==> src/rtl/spx_effect_pkg.sv <==
package spx_effect_pkg;
  localparam int XLEN    = 32;
  localparam int NIREG   = 10;
  localparam int SEL_W   = 4;
  localparam int NSRC    = 2 ** SEL_W;
  localparam int GPR_AW  = 4;
  localparam int NGPR    = 2 ** GPR_AW;
  localparam int IMM_W   = 8;
  localparam int SH_W    = $clog2(XLEN);
  localparam int PC_STEP = 4;

  localparam int IX_RSA  = 0;
  localparam int IX_RSB  = 1;
  localparam int IX_LDV  = 2;
  localparam int IX_SEQ  = 3;
  localparam int IX_IMM  = 4;
  localparam int IX_ALU  = 5;
  localparam int IX_TGT  = 6;
  localparam int IX_FPR  = 7;
  localparam int IX_CPA  = 8;
  localparam int IX_CPB  = 9;
  localparam logic [SEL_W-1:0] SRC_PC = 4'd10;

  localparam logic [3:0] ALU_ADD = 4'd1;
  localparam logic [3:0] ALU_SUB = 4'd2;
  localparam logic [3:0] ALU_AND = 4'd3;
  localparam logic [3:0] ALU_OR  = 4'd4;
  localparam logic [3:0] ALU_XOR = 4'd5;
  localparam logic [3:0] ALU_SLT = 4'd6;
  localparam logic [3:0] ALU_SLL = 4'd7;
  localparam logic [3:0] ALU_SRL = 4'd8;

  localparam logic [1:0] MEM_LOAD  = 2'd1;
  localparam logic [1:0] MEM_STORE = 2'd2;
  localparam logic [1:0] CP_TO_A   = 2'd1;
  localparam logic [1:0] CP_TO_B   = 2'd2;

  localparam logic [2:0] BR_ALWAYS = 3'd1;
  localparam logic [2:0] BR_RSA_Z  = 3'd2;
  localparam logic [2:0] BR_RSA_NZ = 3'd3;
  localparam logic [2:0] BR_ALU_NZ = 3'd4;

  typedef struct packed {
    logic              rda_en;
    logic [GPR_AW-1:0] rda_addr;
    logic              rdb_en;
    logic [GPR_AW-1:0] rdb_addr;
    logic [3:0]        alu_op;
    logic [SEL_W-1:0]  alu_a;
    logic [SEL_W-1:0]  alu_b;
    logic [1:0]        mem_op;
    logic [SEL_W-1:0]  mem_src;
    logic              se_en;
    logic [IMM_W-1:0]  imm;
    logic              seq_en;
    logic [1:0]        cp_op;
    logic [SEL_W-1:0]  cp_src;
    logic              wr_en;
    logic [GPR_AW-1:0] wr_addr;
    logic [SEL_W-1:0]  wr_src;
    logic [2:0]        br_op;
    logic [SEL_W-1:0]  br_src;
    logic              fp_ld;
  } effect_word_t;

  localparam int IW = $bits(effect_word_t);

  function automatic logic alu_code_live(input logic [3:0] op);
    return (op != 4'd0) && (op <= ALU_SRL);
  endfunction

  function automatic logic [XLEN-1:0] alu_calc(input logic [3:0] op,
                                               input logic [XLEN-1:0] a,
                                               input logic [XLEN-1:0] b);
    logic [SH_W-1:0] sh;
    sh = b[SH_W-1:0];
    case (op)
      ALU_ADD: return a + b;
      ALU_SUB: return a - b;
      ALU_AND: return a & b;
      ALU_OR:  return a | b;
      ALU_XOR: return a ^ b;
      ALU_SLT: return {{(XLEN-1){1'b0}}, ($signed(a) < $signed(b))};
      ALU_SLL: return a << sh;
      ALU_SRL: return a >> sh;
      default: return '0;
    endcase
  endfunction

  function automatic logic branch_taken(input logic [2:0] op,
                                        input logic [XLEN-1:0] rsa,
                                        input logic [XLEN-1:0] alur);
    case (op)
      BR_ALWAYS: return 1'b1;
      BR_RSA_Z:  return rsa == '0;
      BR_RSA_NZ: return rsa != '0;
      BR_ALU_NZ: return alur != '0;
      default:   return 1'b0;
    endcase
  endfunction

  function automatic logic [XLEN-1:0] sext_imm(input logic [IMM_W-1:0] v);
    return {{(XLEN-IMM_W){v[IMM_W-1]}}, v};
  endfunction
endpackage

==> src/rtl/spx_effect_decode.sv <==
module spx_effect_decode
  import spx_effect_pkg::*;
(
  input  logic             rda_en,
  input  logic             rdb_en,
  input  logic [3:0]       alu_op,
  input  logic [SEL_W-1:0] alu_a,
  input  logic [SEL_W-1:0] alu_b,
  input  logic [1:0]       mem_op,
  input  logic             se_en,
  input  logic             seq_en,
  input  logic [1:0]       cp_op,
  input  logic             fp_ld,
  output logic [NIREG-1:0] ireg_we,
  output logic             mem_req,
  output logic             mem_we,
  output logic             alu_to_tgt
);
  logic alu_live;
  logic is_load;

  assign alu_live   = alu_code_live(alu_op);
  assign alu_to_tgt = (alu_a == SRC_PC) || (alu_b == SRC_PC);
  assign is_load    = (mem_op == MEM_LOAD);
  assign mem_we     = (mem_op == MEM_STORE);
  assign mem_req    = is_load || mem_we;

  always_comb begin
    ireg_we         = '0;
    ireg_we[IX_RSA] = rda_en;
    ireg_we[IX_RSB] = rdb_en;
    ireg_we[IX_LDV] = is_load;
    ireg_we[IX_SEQ] = seq_en;
    ireg_we[IX_IMM] = se_en;
    ireg_we[IX_ALU] = alu_live && !alu_to_tgt;
    ireg_we[IX_TGT] = alu_live && alu_to_tgt;
    ireg_we[IX_FPR] = fp_ld;
    ireg_we[IX_CPA] = (cp_op == CP_TO_A);
    ireg_we[IX_CPB] = (cp_op == CP_TO_B);
  end
endmodule

==> src/rtl/spx_ireg_bank.sv <==
module spx_ireg_bank #(
  parameter int W = 32,
  parameter int N = 10
) (
  input  logic                clk,
  input  logic                rst_n,
  input  logic [N-1:0]        we,
  input  logic [N-1:0][W-1:0] d,
  output logic [N-1:0][W-1:0] q
);
  logic past_ok;

  always_ff @(posedge clk) begin
    if (!rst_n) past_ok <= 1'b0;
    else        past_ok <= 1'b1;
  end

  for (genvar i = 0; i < N; i++) begin : g_reg
    always_ff @(posedge clk) begin
      if (!rst_n)     q[i] <= '0;
      else if (we[i]) q[i] <= d[i];
    end

    // a register with no effect this cycle keeps its value
    assert_hold_R3: assert property (@(posedge clk) disable iff (!rst_n)
      (past_ok && !$past(we[i])) |-> $stable(q[i]));
  end
endmodule

==> src/rtl/spx_gpr_bank.sv <==
module spx_gpr_bank #(
  parameter int W  = 32,
  parameter int AW = 4
) (
  input  logic                     clk,
  input  logic                     rst_n,
  input  logic [AW-1:0]            ra_a,
  input  logic [AW-1:0]            ra_b,
  output logic [W-1:0]             rd_a,
  output logic [W-1:0]             rd_b,
  input  logic                     we,
  input  logic [AW-1:0]            wa,
  input  logic [W-1:0]             wd,
  output logic [(2**AW)-1:0][W-1:0] view
);
  localparam int NR = 2 ** AW;
  logic [NR-1:0][W-1:0] regs;
  logic past_ok;

  always_ff @(posedge clk) begin
    if (!rst_n)  past_ok <= 1'b0;
    else         past_ok <= 1'b1;
  end

  for (genvar i = 0; i < NR; i++) begin : g_gpr
    always_ff @(posedge clk) begin
      if (!rst_n)                         regs[i] <= '0;
      else if (we && (wa == AW'(i)))      regs[i] <= wd;
    end
  end

  assign rd_a = regs[ra_a];
  assign rd_b = regs[ra_b];
  assign view = regs;

  // the addressed register holds the written data after the edge
  assert_rf_write_R9: assert property (@(posedge clk) disable iff (!rst_n)
    (past_ok && $past(we)) |-> (regs[$past(wa)] == $past(wd)));
endmodule

==> src/rtl/spx_effect_core.sv <==
module spx_effect_core
  import spx_effect_pkg::*;
(
  input  logic                  clk,
  input  logic                  rst_n,
  input  logic [IW-1:0]         instr,
  input  logic [XLEN-1:0]       pc,
  input  logic [XLEN-1:0]       fp_result,
  input  logic [XLEN-1:0]       mem_rdata,
  output logic                  mem_req,
  output logic                  mem_we,
  output logic [XLEN-1:0]       mem_addr,
  output logic [XLEN-1:0]       mem_wdata,
  output logic                  redirect_valid,
  output logic [XLEN-1:0]       redirect_pc,
  output logic [NIREG*XLEN-1:0] ireg_view,
  output logic [NGPR*XLEN-1:0]  gpr_view
);
  effect_word_t ew;
  assign ew = effect_word_t'(instr);

  logic [NIREG-1:0]           ireg_we;
  logic [NIREG-1:0][XLEN-1:0] ireg_d;
  logic [NIREG-1:0][XLEN-1:0] ireg_q;
  logic [NSRC-1:0][XLEN-1:0]  src_val;
  logic [NGPR-1:0][XLEN-1:0]  gpr_q;
  logic [XLEN-1:0]            gpr_rda, gpr_rdb, alu_res;
  logic                       alu_to_tgt;
  logic                       past_ok;

  spx_effect_decode i_dec (
    .rda_en (ew.rda_en), .rdb_en (ew.rdb_en),
    .alu_op (ew.alu_op), .alu_a (ew.alu_a), .alu_b (ew.alu_b),
    .mem_op (ew.mem_op), .se_en (ew.se_en), .seq_en (ew.seq_en),
    .cp_op (ew.cp_op), .fp_ld (ew.fp_ld),
    .ireg_we (ireg_we), .mem_req (mem_req), .mem_we (mem_we),
    .alu_to_tgt (alu_to_tgt)
  );

  always_comb begin
    src_val = '0;
    for (int k = 0; k < NIREG; k++) src_val[k] = ireg_q[k];
    src_val[SRC_PC] = pc;
  end

  assign alu_res = alu_calc(ew.alu_op, src_val[ew.alu_a], src_val[ew.alu_b]);

  always_comb begin
    ireg_d         = '0;
    ireg_d[IX_RSA] = gpr_rda;
    ireg_d[IX_RSB] = gpr_rdb;
    ireg_d[IX_LDV] = mem_rdata;
    ireg_d[IX_SEQ] = pc + XLEN'(PC_STEP);
    ireg_d[IX_IMM] = sext_imm(ew.imm);
    ireg_d[IX_ALU] = alu_res;
    ireg_d[IX_TGT] = alu_res;
    ireg_d[IX_FPR] = fp_result;
    ireg_d[IX_CPA] = src_val[ew.cp_src];
    ireg_d[IX_CPB] = src_val[ew.cp_src];
  end

  spx_ireg_bank #(.W(XLEN), .N(NIREG)) i_ireg (
    .clk (clk), .rst_n (rst_n), .we (ireg_we), .d (ireg_d), .q (ireg_q)
  );

  spx_gpr_bank #(.W(XLEN), .AW(GPR_AW)) i_gpr (
    .clk (clk), .rst_n (rst_n),
    .ra_a (ew.rda_addr), .ra_b (ew.rdb_addr),
    .rd_a (gpr_rda), .rd_b (gpr_rdb),
    .we (ew.wr_en), .wa (ew.wr_addr), .wd (src_val[ew.wr_src]),
    .view (gpr_q)
  );

  assign mem_addr       = src_val[ew.mem_src];
  assign mem_wdata      = ireg_q[IX_RSB];
  assign redirect_valid = branch_taken(ew.br_op, ireg_q[IX_RSA], ireg_q[IX_ALU]);
  assign redirect_pc    = src_val[ew.br_src];
  assign ireg_view      = ireg_q;
  assign gpr_view       = gpr_q;

  always_ff @(posedge clk) begin
    if (!rst_n) past_ok <= 1'b0;
    else        past_ok <= 1'b1;
  end

  // an all-zero word touches neither memory, register file nor fetch
  assert_nop_quiet_R12: assert property (@(posedge clk) disable iff (!rst_n)
    (instr == '0) |-> (!mem_req && !ew.wr_en && !redirect_valid));

  assert_store_has_req_R4: assert property (@(posedge clk) disable iff (!rst_n)
    mem_we |-> mem_req);

  assert_load_value_R4: assert property (@(posedge clk) disable iff (!rst_n)
    (past_ok && $past(mem_req && !mem_we)) |-> (ireg_q[IX_LDV] == $past(mem_rdata)));

  assert_seq_addr_R5: assert property (@(posedge clk) disable iff (!rst_n)
    (past_ok && $past(ew.seq_en)) |-> (ireg_q[IX_SEQ] == $past(pc) + XLEN'(PC_STEP)));

  assert_one_alu_dest_R7: assert property (@(posedge clk) disable iff (!rst_n)
    $countones({ireg_we[IX_ALU], ireg_we[IX_TGT]}) <= 1);

  assert_redirect_cause_R10: assert property (@(posedge clk) disable iff (!rst_n)
    redirect_valid |-> (ew.br_op != 3'd0));

  assert_fp_capture_R11: assert property (@(posedge clk) disable iff (!rst_n)
    (past_ok && $past(ew.fp_ld)) |-> (ireg_q[IX_FPR] == $past(fp_result)));
endmodule

==> config.mk <==
export PLATFORM = sky130hd
export DESIGN_NAME = spx_effect_core
export DESIGN_NICKNAME = d
export VERILOG_FILES = /design/src/rtl/spx_effect_pkg.sv /design/src/rtl/spx_effect_decode.sv /design/src/rtl/spx_ireg_bank.sv /design/src/rtl/spx_gpr_bank.sv /design/src/rtl/spx_effect_core.sv
export SDC_FILE = /design/constraint.sdc
export NUM_CORES = 2
export LEC_CHECK = 0
export BUFFER_PORTS_ARGS = -buffer_cell sky130_fd_sc_hd__buf_2
export CORE_AREA = 2 2 427 429
export CTS_BUF_LIST = sky130_fd_sc_hd__clkbuf_16
export DETAILED_ROUTE_END_ITERATION = 7
export DIE_AREA = 0 0 429 431
export HOLD_SLACK_MARGIN = 0.15
export RECOVER_POWER = 50
export SYNTH_ARGS = -nofsm -noshare
export SYNTH_HDL_FRONTEND = slang
export SYNTH_SLANG_ARGS = --single-unit
==> constraint.sdc <==
create_clock -name clk -period 14.7 [get_ports clk]
set_input_delay 2.94 -clock clk [delete_from_list [all_inputs] [get_ports clk]]
set_output_delay 2.94 -clock clk [all_outputs]
set_load 0.005 [all_outputs]
==> impl_metrics.py <==
metrics = {
    "power_and_ir_drop": {
        "power_mw": 6.659,
        "ir_drop_uv": 99.63,
        "p_leak_nw": 33.69,
        "powerDensity_mw_per_mm2": 91.13,
    },
    "cells_and_area": {
        "area_growth_pct": 14.51,
        "final_cell_mix": "nand2_1, dfxtp_1, mux4_2",
        "final_common_cell": "nand2_1",
        "nets": 7342,
        "drive_gt1_share_pct": 24.18,
        "num-fill-cells": 17940,
        "final_cells": 9542,
    },
    "die": {
        "ios": 1090,
        "die_w_um": 429,
        "core_region_area_sq_mm": 0.1802,
        "initial_core_util_pct": 35.42,
        "die_y_um": 431,
        "rows": 156,
        "die-area_sq_mm": 0.1849,
    },
    "synth": {
        "synth.distinct_cells": 114,
        "synth.avg_cell_area_sq_um": 9.855,
        "synth_seq_cells": 808,
        "syn-cell-area_sq_mm": 0.06381,
        "async_flop_share_pct": 0,
        "syn_inst": 6475,
        "yosysWarnings": 0,
        "synth_flop_cell": "dfxtp_1",
        "synth_edf_count": 0,
        "synth_nets": 6736,
        "seq_area_frac_synth_pct": 25.35,
    },
    "clocking": {
        "cts_sinks": 808,
        "cts_inserted_buffers": 99,
        "clock-root-buffer": "clkbuf_16",
        "clk_pin_slew_ns": 0.06,
        "postCtsSetupBuffers": 0,
        "cts_max_level": 3,
        "clock_latency_ns": 0.81,
        "cts_max_path_buffers": 3,
        "postCtsResizedCells": 0,
        "cts-hold-fix-buffers": 0,
        "cts_tree": "built",
    },
    "placed_design": {
        "io_buffer_count": 1089,
        "pre_cts_slack_ns": 5.777,
        "gp_congestion": 1.035,
        "dp.cells": 9349,
        "hpwlAfterDp_um": 259500,
    },
    "worst_setup_path": {
        "critPathTopFamily": "buffers and inverters",
        "crit_buf_inv": 2,
        "end_kind": "flip-flop",
        "critPathMaxFanout": 204,
        "critPathArrivalTime_ns": 12.12,
        "cp_slowest_cell": "clkbuf_1",
        "path_cells": "clkbuf_1 -> clkbuf_2 -> o21ai_0 -> a21oi_1",
        "cp_data_required_time_ns": 15.33,
        "crit_type": "in2reg",
        "start_kind": "input port",
        "crit_path_max_incr_delay_ns": 4.63,
    },
    "drt": {
        "drt_wl_total_um": 360000,
        "drtIter0Drc": 9603,
        "drc": 2,
        "vias_per_cell": 6.747,
        "num_vias": 64380,
        "wl_per_cell_um": 37.73,
        "first_pass_iters": 8,
        "ant_nets": 0,
    },
    "grt": {
        "grtUsageTotal_pct": 37.27,
        "grt_pass1_wl_um": 493700,
        "grt-ovfl-total": 0,
        "first_global_vias": 59870,
        "grt_max_degree": 205,
        "grt_antenna_before_repair": 30,
    },
    "outcome": {
        "violations": "design-rule violations, max-capacitance violations, max-slew violations",
        "status": "finished with violations",
    },
    "min_path": {
        "hp-class": "reg2reg",
    },
    "timing": {
        "rsz0062_at_grt": "false",
        "setup_viol": 0,
        "setup_slack_ns": 3.205,
        "clock_skew_ns": 0.1132,
        "finalHoldViolations": 0,
        "setup_tns_ns": 0,
        "drv_slew": 530,
        "layout_min_cycle_time_ns": 11.50,
        "max_freq_mhz": 86.99,
        "tightest_slew_ns": 6.776,
        "max-slew-margin-rel_pct": -351.8,
        "post-route-period-util_pct": 78.20,
    },
    "job": {
        "drv_cap": 6,
    },
}
[area by class of cell]
| class | instances | area (sq um) | area share [%] |
|---|---|---|---|
| Inverter | 102 | 396.6 | 0.5428 |
| Antenna cell | 13 | 32.53 | 0.04452 |
| Sequential cell | 808 | 16180 | 22.14 |
| Clock buffer | 99 | 2477 | 3.390 |
| Timing Repair Buffer | 1274 | 6137 | 8.399 |
| Clock inverter | 80 | 760.7 | 1.041 |
| Multi-Input combinational cell | 4796 | 44130 | 60.39 |
| Tap cell | 2370 | 2965 | 4.058 |
[cell families after synthesis]
group | after synthesis | synth area share [%]
simple gates | 1786 | 12.72
compound gates | 1589 | 19.82
mux | 1285 | 33.65
buf+inv | 871 | 5.980
flops | 808 | 25.35
fa+ha+maj | 102 | 2.023
xor+xnor | 34 | 0.4667
[where the power goes]
group          total, mW  switching [mW]  leakage [nW]  internal [mW]
Sequential          2.49           0.226          6.57           2.27
Combinational       1.67            1.06          25.5          0.615
Clock               2.50            1.12          1.63           1.38
Total               6.66            2.40          33.7           4.26
[worst reg2reg max path: cells and delay by family, from the launching register on]
family / cells / cell delay (ns)
AO/OA/AOI/OAI: 9 / 2.92
adder cells (fa/ha/maj): 1 / 0.53
buffers and inverters: 3 / 0.64
flip-flops: 1 / 1.37
AND/OR/NAND/NOR: 3 / 0.95
[synthesized netlist by cell type (all sizes together), types with 101 or more instances]
master / count / share of area (%)
nand2: 875 / 5.2
o211a: 544 / 8.5
o21ai: 381 / 3.0
mux4: 664 / 23
buf: 266 / 2.4
dfxtp: 808 / 25
mux2i: 569 / 9.2
a21oi: 173 / 1.4
nor2: 365 / 2.2
clkbuf: 503 / 3.0
inv: 101 / 0.61
nor2b: 212 / 2.1
[worst paths after layout]
path	startpoint	cells after the start	slack [ns]	to
min reg2reg	i_gpr.view[338]$_SDFFE_PN0P_	1	0.54	i_gpr.view[338]$_SDFFE_PN0P_
min	i_gpr.view[338]$_SDFFE_PN0P_	1	0.54	i_gpr.view[338]$_SDFFE_PN0P_
max	rst_n	4	3.20	i_ireg.q[199]$_SDFFE_PN0P_
max reg2reg	i_ireg.q[135]$_SDFFE_PN0P_	16	8.18	i_ireg.q[222]$_SDFFE_PN0P_
[through the flow]
stage          cell area, sq um  hold WS (ns)  util [%]
6_report                  73070        0.5391     40.56
5_1_grt                   73060        0.5610     40.55
4_1_cts                   73840        0.5378     40.99
3_5_place_dp              70610        0.5236     39.19
3_3_place_gp              70610        0.5106     39.19
2_1_floorplan             63810        0.5270         -
[routing by layer]
layer,vias up,global-route usage (%),part of all wire (%)
met1,32260,46.23,36
met3,1204,12.58,13
li1,25860,-,-
met5,-,0,0.019
met2,5045,55.32,43
met4,10,23.95,8.3
[flip-flops by register name (all words and copies together), names as in the netlist]
| signal | flops |
|---|---|
| i_gpr.view | 512 |
| i_ireg.q | 296 |
Note: power is estimated with default switching activity, not from simulation.
